`config.mk`:
```
export PLATFORM = sky130hd
export DESIGN_NAME = mmu_ctrl_port
export DESIGN_NICKNAME = d
export VERILOG_FILES = /design/src/rtl/mmu_port_pkg.sv /design/src/rtl/mmu_acc_decode.sv /design/src/rtl/mmu_reg_bank.sv /design/src/rtl/mmu_flush_queue.sv /design/src/rtl/mmu_ctrl_port.sv
export SDC_FILE = /design/constraint.sdc
export NUM_CORES = 1
export LEC_CHECK = 0
export BUFFER_PORTS_ARGS = -buffer_cell sky130_fd_sc_hd__buf_4
export CORE_MARGIN = 8
export CORE_UTILIZATION = 50
export CTS_BUF_LIST = sky130_fd_sc_hd__clkbuf_16
export DETAILED_ROUTE_END_ITERATION = 10
export GPL_TIMING_DRIVEN = 0
export PLACE_DENSITY = 0.69
export SETUP_SLACK_MARGIN = 0.02
export SYNTH_ARGS = -nofsm -noshare
export SYNTH_HDL_FRONTEND = slang
export SYNTH_SLANG_ARGS = --single-unit
```
`constraint.sdc`:
```
create_clock -name clk -period 12.14 [get_ports clk]
set_clock_uncertainty 0.2 [all_clocks]
set_input_delay 3.035 -clock clk [delete_from_list [all_inputs] [get_ports clk]]
set_output_delay 3.035 -clock clk [all_outputs]
set_load 0.01 [all_outputs]
```
`src/rtl/mmu_port_pkg.sv`:
```
package mmu_port_pkg;

    localparam int ADDR_W    = 32;
    localparam int DATA_W    = 32;
    localparam int IDX_W     = 4;
    localparam int IDX_LSB   = 8;
    localparam int PAGE_BITS = 12;
    localparam int MAX_LEVEL = 4;

    localparam int IDX_CTRL  = 0;
    localparam int IDX_CTX   = 2;
    localparam int IDX_FSTAT = 3;
    localparam int IDX_FADDR = 4;

    localparam int CTRL_EN_BIT = 0;
    localparam int CTRL_NF_BIT = 1;

    typedef enum logic [1:0] {
        SP_NONE  = 2'd0,
        SP_REG   = 2'd1,
        SP_FLUSH = 2'd2,
        SP_RSVD  = 2'd3
    } space_e;

    typedef struct packed {
        logic             any_rd;
        logic             reg_rd;
        logic             reg_wr;
        logic             probe;
        logic             lvl_ok;
        logic             flush_pg;
        logic             flush_all;
        logic [IDX_W-1:0] idx;
    } acc_dec_t;

    function automatic logic [DATA_W-1:0] ctrl_mask();
        logic [DATA_W-1:0] m;
        m = '0;
        m[CTRL_EN_BIT] = 1'b1;
        m[CTRL_NF_BIT] = 1'b1;
        return m;
    endfunction

    function automatic logic [ADDR_W-1:0] page_of(input logic [ADDR_W-1:0] a);
        return {a[ADDR_W-1:PAGE_BITS], {PAGE_BITS{1'b0}}};
    endfunction

endpackage

```
`src/rtl/mmu_acc_decode.sv`:
```
module mmu_acc_decode
    import mmu_port_pkg::*;
#(
    parameter int AW      = ADDR_W,
    parameter int IW      = IDX_W,
    parameter int FLD_LSB = IDX_LSB
) (
    input  logic          valid,
    input  logic [1:0]    space,
    input  logic          write,
    input  logic [AW-1:0] addr,
    output acc_dec_t      dec
);
    logic [IW-1:0] field;
    logic          in_reg;
    logic          in_flush;

    always_comb begin
        field    = addr[FLD_LSB +: IW];
        in_reg   = valid && (space_e'(space) == SP_REG);
        in_flush = valid && (space_e'(space) == SP_FLUSH);

        dec           = '0;
        dec.idx       = field;
        dec.lvl_ok    = (int'(field) <= MAX_LEVEL);
        dec.any_rd    = valid && !write;
        dec.reg_rd    = in_reg && !write;
        dec.reg_wr    = in_reg && write;
        dec.probe     = in_flush && !write;
        dec.flush_pg  = in_flush && write && (field == '0);
        dec.flush_all = in_flush && write && (field != '0) && (int'(field) <= MAX_LEVEL);
    end
endmodule

```
`src/rtl/mmu_reg_bank.sv`:
```
module mmu_reg_bank
    import mmu_port_pkg::*;
#(
    parameter int DW = DATA_W,
    parameter int IW = IDX_W
) (
    input  logic          clk,
    input  logic          rst,
    input  logic          rd_en,
    input  logic          wr_en,
    input  logic [IW-1:0] idx,
    input  logic [DW-1:0] wdata,
    input  logic          log_valid,
    input  logic [DW-1:0] log_status,
    input  logic [DW-1:0] log_addr,
    output logic [DW-1:0] rdata,
    output logic          stale_req
);
    localparam int NREG = 1 << IW;

    logic [DW-1:0] regs [NREG];
    logic [DW-1:0] cmask;

    assign cmask = DW'(ctrl_mask());

    for (genvar g = 0; g < NREG; g++) begin : g_reg
        logic hit_wr;
        logic hit_rd;
        assign hit_wr = wr_en && (int'(idx) == g);
        assign hit_rd = rd_en && (int'(idx) == g);

        if (g == IDX_CTRL) begin : g_ctrl
            always_ff @(posedge clk) begin
                if (rst)         regs[g] <= '0;
                else if (hit_wr) regs[g] <= wdata & cmask;
            end
        end else if (g == IDX_FSTAT) begin : g_fstat
            always_ff @(posedge clk) begin
                if (rst)            regs[g] <= '0;
                else if (log_valid) regs[g] <= log_status;
                else if (hit_rd)    regs[g] <= '0;
            end
        end else if (g == IDX_FADDR) begin : g_faddr
            always_ff @(posedge clk) begin
                if (rst)            regs[g] <= '0;
                else if (log_valid) regs[g] <= log_addr;
            end
        end else begin : g_plain
            always_ff @(posedge clk) begin
                if (rst)         regs[g] <= '0;
                else if (hit_wr) regs[g] <= wdata;
            end
        end
    end

    always_comb begin
        rdata     = regs[idx];
        stale_req = 1'b0;
        if (wr_en && int'(idx) == IDX_CTRL)
            stale_req = ((wdata & cmask) != regs[IDX_CTRL]);
        else if (wr_en && int'(idx) == IDX_CTX)
            stale_req = (wdata != regs[IDX_CTX]);
    end
endmodule

```
`src/rtl/mmu_flush_queue.sv`:
```
module mmu_flush_queue
    import mmu_port_pkg::*;
#(
    parameter int AW = ADDR_W
) (
    input  logic          clk,
    input  logic          rst,
    input  logic          req_page,
    input  logic          req_all,
    input  logic [AW-1:0] req_addr,
    input  logic          ready,
    output logic          valid,
    output logic          all,
    output logic [AW-1:0] page
);
    logic pend_q, all_q;
    logic [AW-1:0] page_q;
    logic keep;
    logic new_req;

    assign keep    = pend_q && !ready;
    assign new_req = req_page || req_all;

    always_ff @(posedge clk) begin
        if (rst) begin
            pend_q <= 1'b0;
            all_q  <= 1'b0;
            page_q <= '0;
        end else if (new_req) begin
            pend_q <= 1'b1;
            all_q  <= req_all || keep;
            page_q <= (req_all || keep) ? '0 : page_of(req_addr);
        end else if (!keep) begin
            pend_q <= 1'b0;
            all_q  <= 1'b0;
            page_q <= '0;
        end
    end

    assign valid = pend_q;
    assign all   = all_q;
    assign page  = page_q;
endmodule

```
`src/rtl/mmu_ctrl_port.sv`:
```
module mmu_ctrl_port
    import mmu_port_pkg::*;
#(
    parameter int AW = ADDR_W,
    parameter int DW = DATA_W,
    parameter int IW = IDX_W
) (
    input  logic          clk,
    input  logic          rst,
    input  logic          acc_valid,
    input  logic [1:0]    acc_space,
    input  logic          acc_write,
    input  logic [AW-1:0] acc_addr,
    input  logic [DW-1:0] acc_wdata,
    input  logic [DW-1:0] probe_rdata,
    input  logic          fault_log_valid,
    input  logic [DW-1:0] fault_log_status,
    input  logic [DW-1:0] fault_log_addr,
    output logic          rd_valid,
    output logic [DW-1:0] rd_data,
    output logic          flush_valid,
    input  logic          flush_ready,
    output logic          flush_all,
    output logic [AW-1:0] flush_page
);
    acc_dec_t      dec;
    logic [DW-1:0] bank_rdata;
    logic          stale_req;
    logic [DW-1:0] rd_next;
    logic          rd_valid_q;
    logic [DW-1:0] rd_data_q;

    mmu_acc_decode #(.AW(AW), .IW(IW), .FLD_LSB(IDX_LSB)) u_dec (
        .valid (acc_valid),
        .space (acc_space),
        .write (acc_write),
        .addr  (acc_addr),
        .dec   (dec)
    );

    mmu_reg_bank #(.DW(DW), .IW(IW)) u_bank (
        .clk        (clk),
        .rst        (rst),
        .rd_en      (dec.reg_rd),
        .wr_en      (dec.reg_wr),
        .idx        (dec.idx),
        .wdata      (acc_wdata),
        .log_valid  (fault_log_valid),
        .log_status (fault_log_status),
        .log_addr   (fault_log_addr),
        .rdata      (bank_rdata),
        .stale_req  (stale_req)
    );

    mmu_flush_queue #(.AW(AW)) u_fq (
        .clk      (clk),
        .rst      (rst),
        .req_page (dec.flush_pg),
        .req_all  (dec.flush_all || stale_req),
        .req_addr (acc_addr),
        .ready    (flush_ready),
        .valid    (flush_valid),
        .all      (flush_all),
        .page     (flush_page)
    );

    always_comb begin
        if (dec.reg_rd)                    rd_next = bank_rdata;
        else if (dec.probe && dec.lvl_ok)  rd_next = probe_rdata;
        else                               rd_next = '0;
    end

    always_ff @(posedge clk) begin
        if (rst) begin
            rd_valid_q <= 1'b0;
            rd_data_q  <= '0;
        end else begin
            rd_valid_q <= dec.any_rd;
            rd_data_q  <= dec.any_rd ? rd_next : '0;
        end
    end

    assign rd_valid = rd_valid_q;
    assign rd_data  = rd_data_q;
endmodule

```
==> run_results.csv <==
group,metric,value,unit
setup_path,cp_top_family,"simple AND/OR/NAND/NOR gates",
cts,cts_resized,0,
sta,finalMaxSlewViolations,0,
setup_path,crit_top_cell,"buf_4",
sta,rsz0062_at_grt,"false",
setup_path,worstPathArrival,6.11,ns
power,switching_share,23.0,%
setup_path,cp-start-kind,"primary input",
finish,fin_cells,2623,
detailed_routing,drc,0,
die,die_w,237,um
hold_path,hold_class,"register to register",
detailed_routing,wl,71500,um
power,pwr-share-comb,8.7,%
power,clkPwrFrac,38.6,%
setup_path,critPathCaptureType,"register",
die,coreArea,0.0485,mm2
global_route,grt_pass1_vias,15600,
power,switchingPower,0.933,mW
die,fp-row-count,81,
placed_design,place.gp.congestion,0.935,
finish,final_layout_size_suffix_gt1_share,24.3,%
power,cellLeakagePower,10.8,nW
detailed_routing,ant_nets,0,
placed_design,dp_cells,2521,
global_route,antenna_found_initial,1,
placed_design,placed_area,0.0272,mm2
setup_path,cp.required,12.40,ns
cts,cts_tree,"done",
sta,finalHoldViolations,0,
power,p_int,3.12,mW
die,die_h,237,um
yosys,seq_area_frac_synth,64.0,%
yosys,yosysWarnings,0,
sta,fmax,171,MHz
setup_path,crit_buf_inv,4,
detailed_routing,post_drt_via_cell_ratio,5.87,
cts,clkTransAtPathRegs,0.06,ns
sta,final.min_clock_period,5.85,ns
setup_path,path_class,"primary input to register",
sta,hold_ws,0.341,ns
yosys,syn_area,0.0243,mm2
cts,cts-root-buf,"clkbuf_16",
detailed_routing,routedWlPerCell,27.3,um
cts,cts.path.max_buffers,3,
placed_design,hpwl,51400,um
global_route,overflow,0,
power,finalPower,4.05,mW
cts,numClockSinks,537,
setup_path,worst_path_max_delay_cell,"nor3_1",
yosys,async_flop_share,0,%
cts,holdBufCountCts,0,
die,boundaryPins,235,
yosys,synth-edff-count,482,
yosys,synth_cells,1659,
finish,nets,2124,
detailed_routing,drtPass1Iterations,5,
outcome,status,"finished, final reports clean",
finish,fin_util,59.4,%
yosys,synth-seq-cells,537,
cts,clk_latency,0.60,ns
sta,slew_headroom,2.96,%
placed_design,dp_slack,5.75,ns
power,powerDensity,140,mW/mm2
die,initial_utilization,50.1,%
die,die-area,0.0560,mm2
setup_path,worstPathCellList,"buf_4 -> buf_2 -> buf_4 -> nand2_1 -> nor3_1 -> clkbuf_1 -> and2_1",
flow_run,maxCapViolCount,0,
setup_path,slowest_delay,1.14,ns
cts,numCtsBuffers,55,
detailed_routing,vias,15400,
power,seqPwrFrac,52.7,%
finish,synthToLayoutAreaGrowth,18.4,%
cts,cts_max_level,2,
detailed_routing,drtIter0Drc,1832,
yosys,synth_top_flop_cell,"edfxtp_1",
sta,worst_slew_pin_slew,1.44,ns
cts,postCtsSetupRepairBufs,0,
global_route,grt_use_total,25.2,%
sta,timing.final.crit_share,48.2,%
setup_path,worst-path-max-fanout,10,
global_route,grt_max_degree,33,
placed_design,port_buffers,212,
sta,fin_ws,6.29,ns
power,peakVddDrop,0.000113,V
finish,fin_area,0.0288,mm2
yosys,synth_cell_types,48,
sta,setup_viol,0,
sta,fin_tns_setup,0,ns
yosys,avgSynthCellArea,14.7,um2
global_route,grt_pass1_wl,104000,um
-- power groups by stage --
stage	combinational, mW	sequential [mW]	clock, mW
finish	0.352	2.14	1.56
global route	0.368	2.14	1.65
global placement	0.324	2.18	0
detailed placement	0.346	2.17	0
floorplan	0.185	2.16	0
CTS	0.348	2.14	1.58
-- kinds of logic (layout without fill, tap and decap cells) --
logic type / Yosys count / count (layout) / share of synthesized area (%)
AND/OR/NAND/NOR: 569 / 569 / 14.9
flip-flops: 537 / 537 / 64.0
AO/OA/AOI/OAI: 193 / 193 / 5.19
buffers and inverters: 163 / 493 / 2.96
multiplexers: 162 / 162 / 11.7
XOR/XNOR: 34 / 34 / 1.22
other: 1 / 13 / 0.0154
-- registers in the layout (all words and copies together), names as in the netlist --
signal	flops
u_fq.valid	1
u_fq.page	20
u_bank.regs	482
u_fq.all	1
rd_data	32
rd_valid	1
-- worst paths after layout --
| check | from | end | slack, ns | cells past startpoint |
|---|---|---|---|---|
| max | acc_addr[8] | u_bank.regs[7][23]$_SDFFCE_PN0P_ | 6.29 | 7 |
| min | u_fq.page[15]$_SDFFE_PP0P_ | u_fq.page[15]$_SDFFE_PP0P_ | 0.34 | 2 |
| max reg2reg | u_bank.regs[2][27]$_SDFFCE_PN0P_ | u_fq.page[18]$_SDFFE_PP0P_ | 9.72 | 6 |
| min reg2reg | u_fq.page[15]$_SDFFE_PP0P_ | u_fq.page[15]$_SDFFE_PP0P_ | 0.34 | 2 |
-- worst reg2reg max path: cells and delay by family, from the launching register on --
kind | cells | cell delay, ns
flip-flops | 1 | 0.41
buffers and inverters | 1 | 0.27
XOR/XNOR | 1 | 0.41
AO/OA/AOI/OAI | 1 | 0.22
AND/OR/NAND/NOR | 3 | 0.85
-- cells in the mapped netlist (27+ instances only) --
library cell	instances	share of area, %
a21o_1	30	0.93
mux4_2	98	9.1
o22ai_1	27	0.69
xnor2_1	32	1.2
a211oi_1	27	0.83
and2_1	480	12
buf_2	30	0.62
a21oi_1	56	1.2
mux2i_1	61	2.5
edfxtp_1	482	59
clkbuf_1	106	1.6
dfxtp_1	55	4.5
-- cell usage in the layout, fill, tap and decap left out, drive strengths merged, types with 18 or more instances in the layout --
master	netlist	routed
a211oi	27	27
a21o	30	30
a21oi	56	56
a22oi	26	26
and2	480	480
buf	56	285
clkbuf	106	163
clkinv	0	18
dfxtp	55	55
edfxtp	482	482
inv	1	26
mux2i	61	61
mux4	98	98
nor3	29	29
o22ai	27	27
xnor2	32	32
-- cell type report --
type	instances	area (um2)
fillers	3681	19700
flip-flops and latches	537	15600
multi-input cells	970	8220
repair buffers	229	1900
clock buffers	57	1430
well taps	622	778
plain buffers	162	717
clock inverters	44	206
inverters	1	3.75
diodes	1	2.50
-- per-layer routing --
metal | global-route usage, % | wire length [um]
met5 | 0 | 13
met4 | 8.26 | 2090
met3 | 6.85 | 8040
met2 | 40.0 | 33200
met1 | 33.6 | 28200
Power figures use the tool's default switching activity.
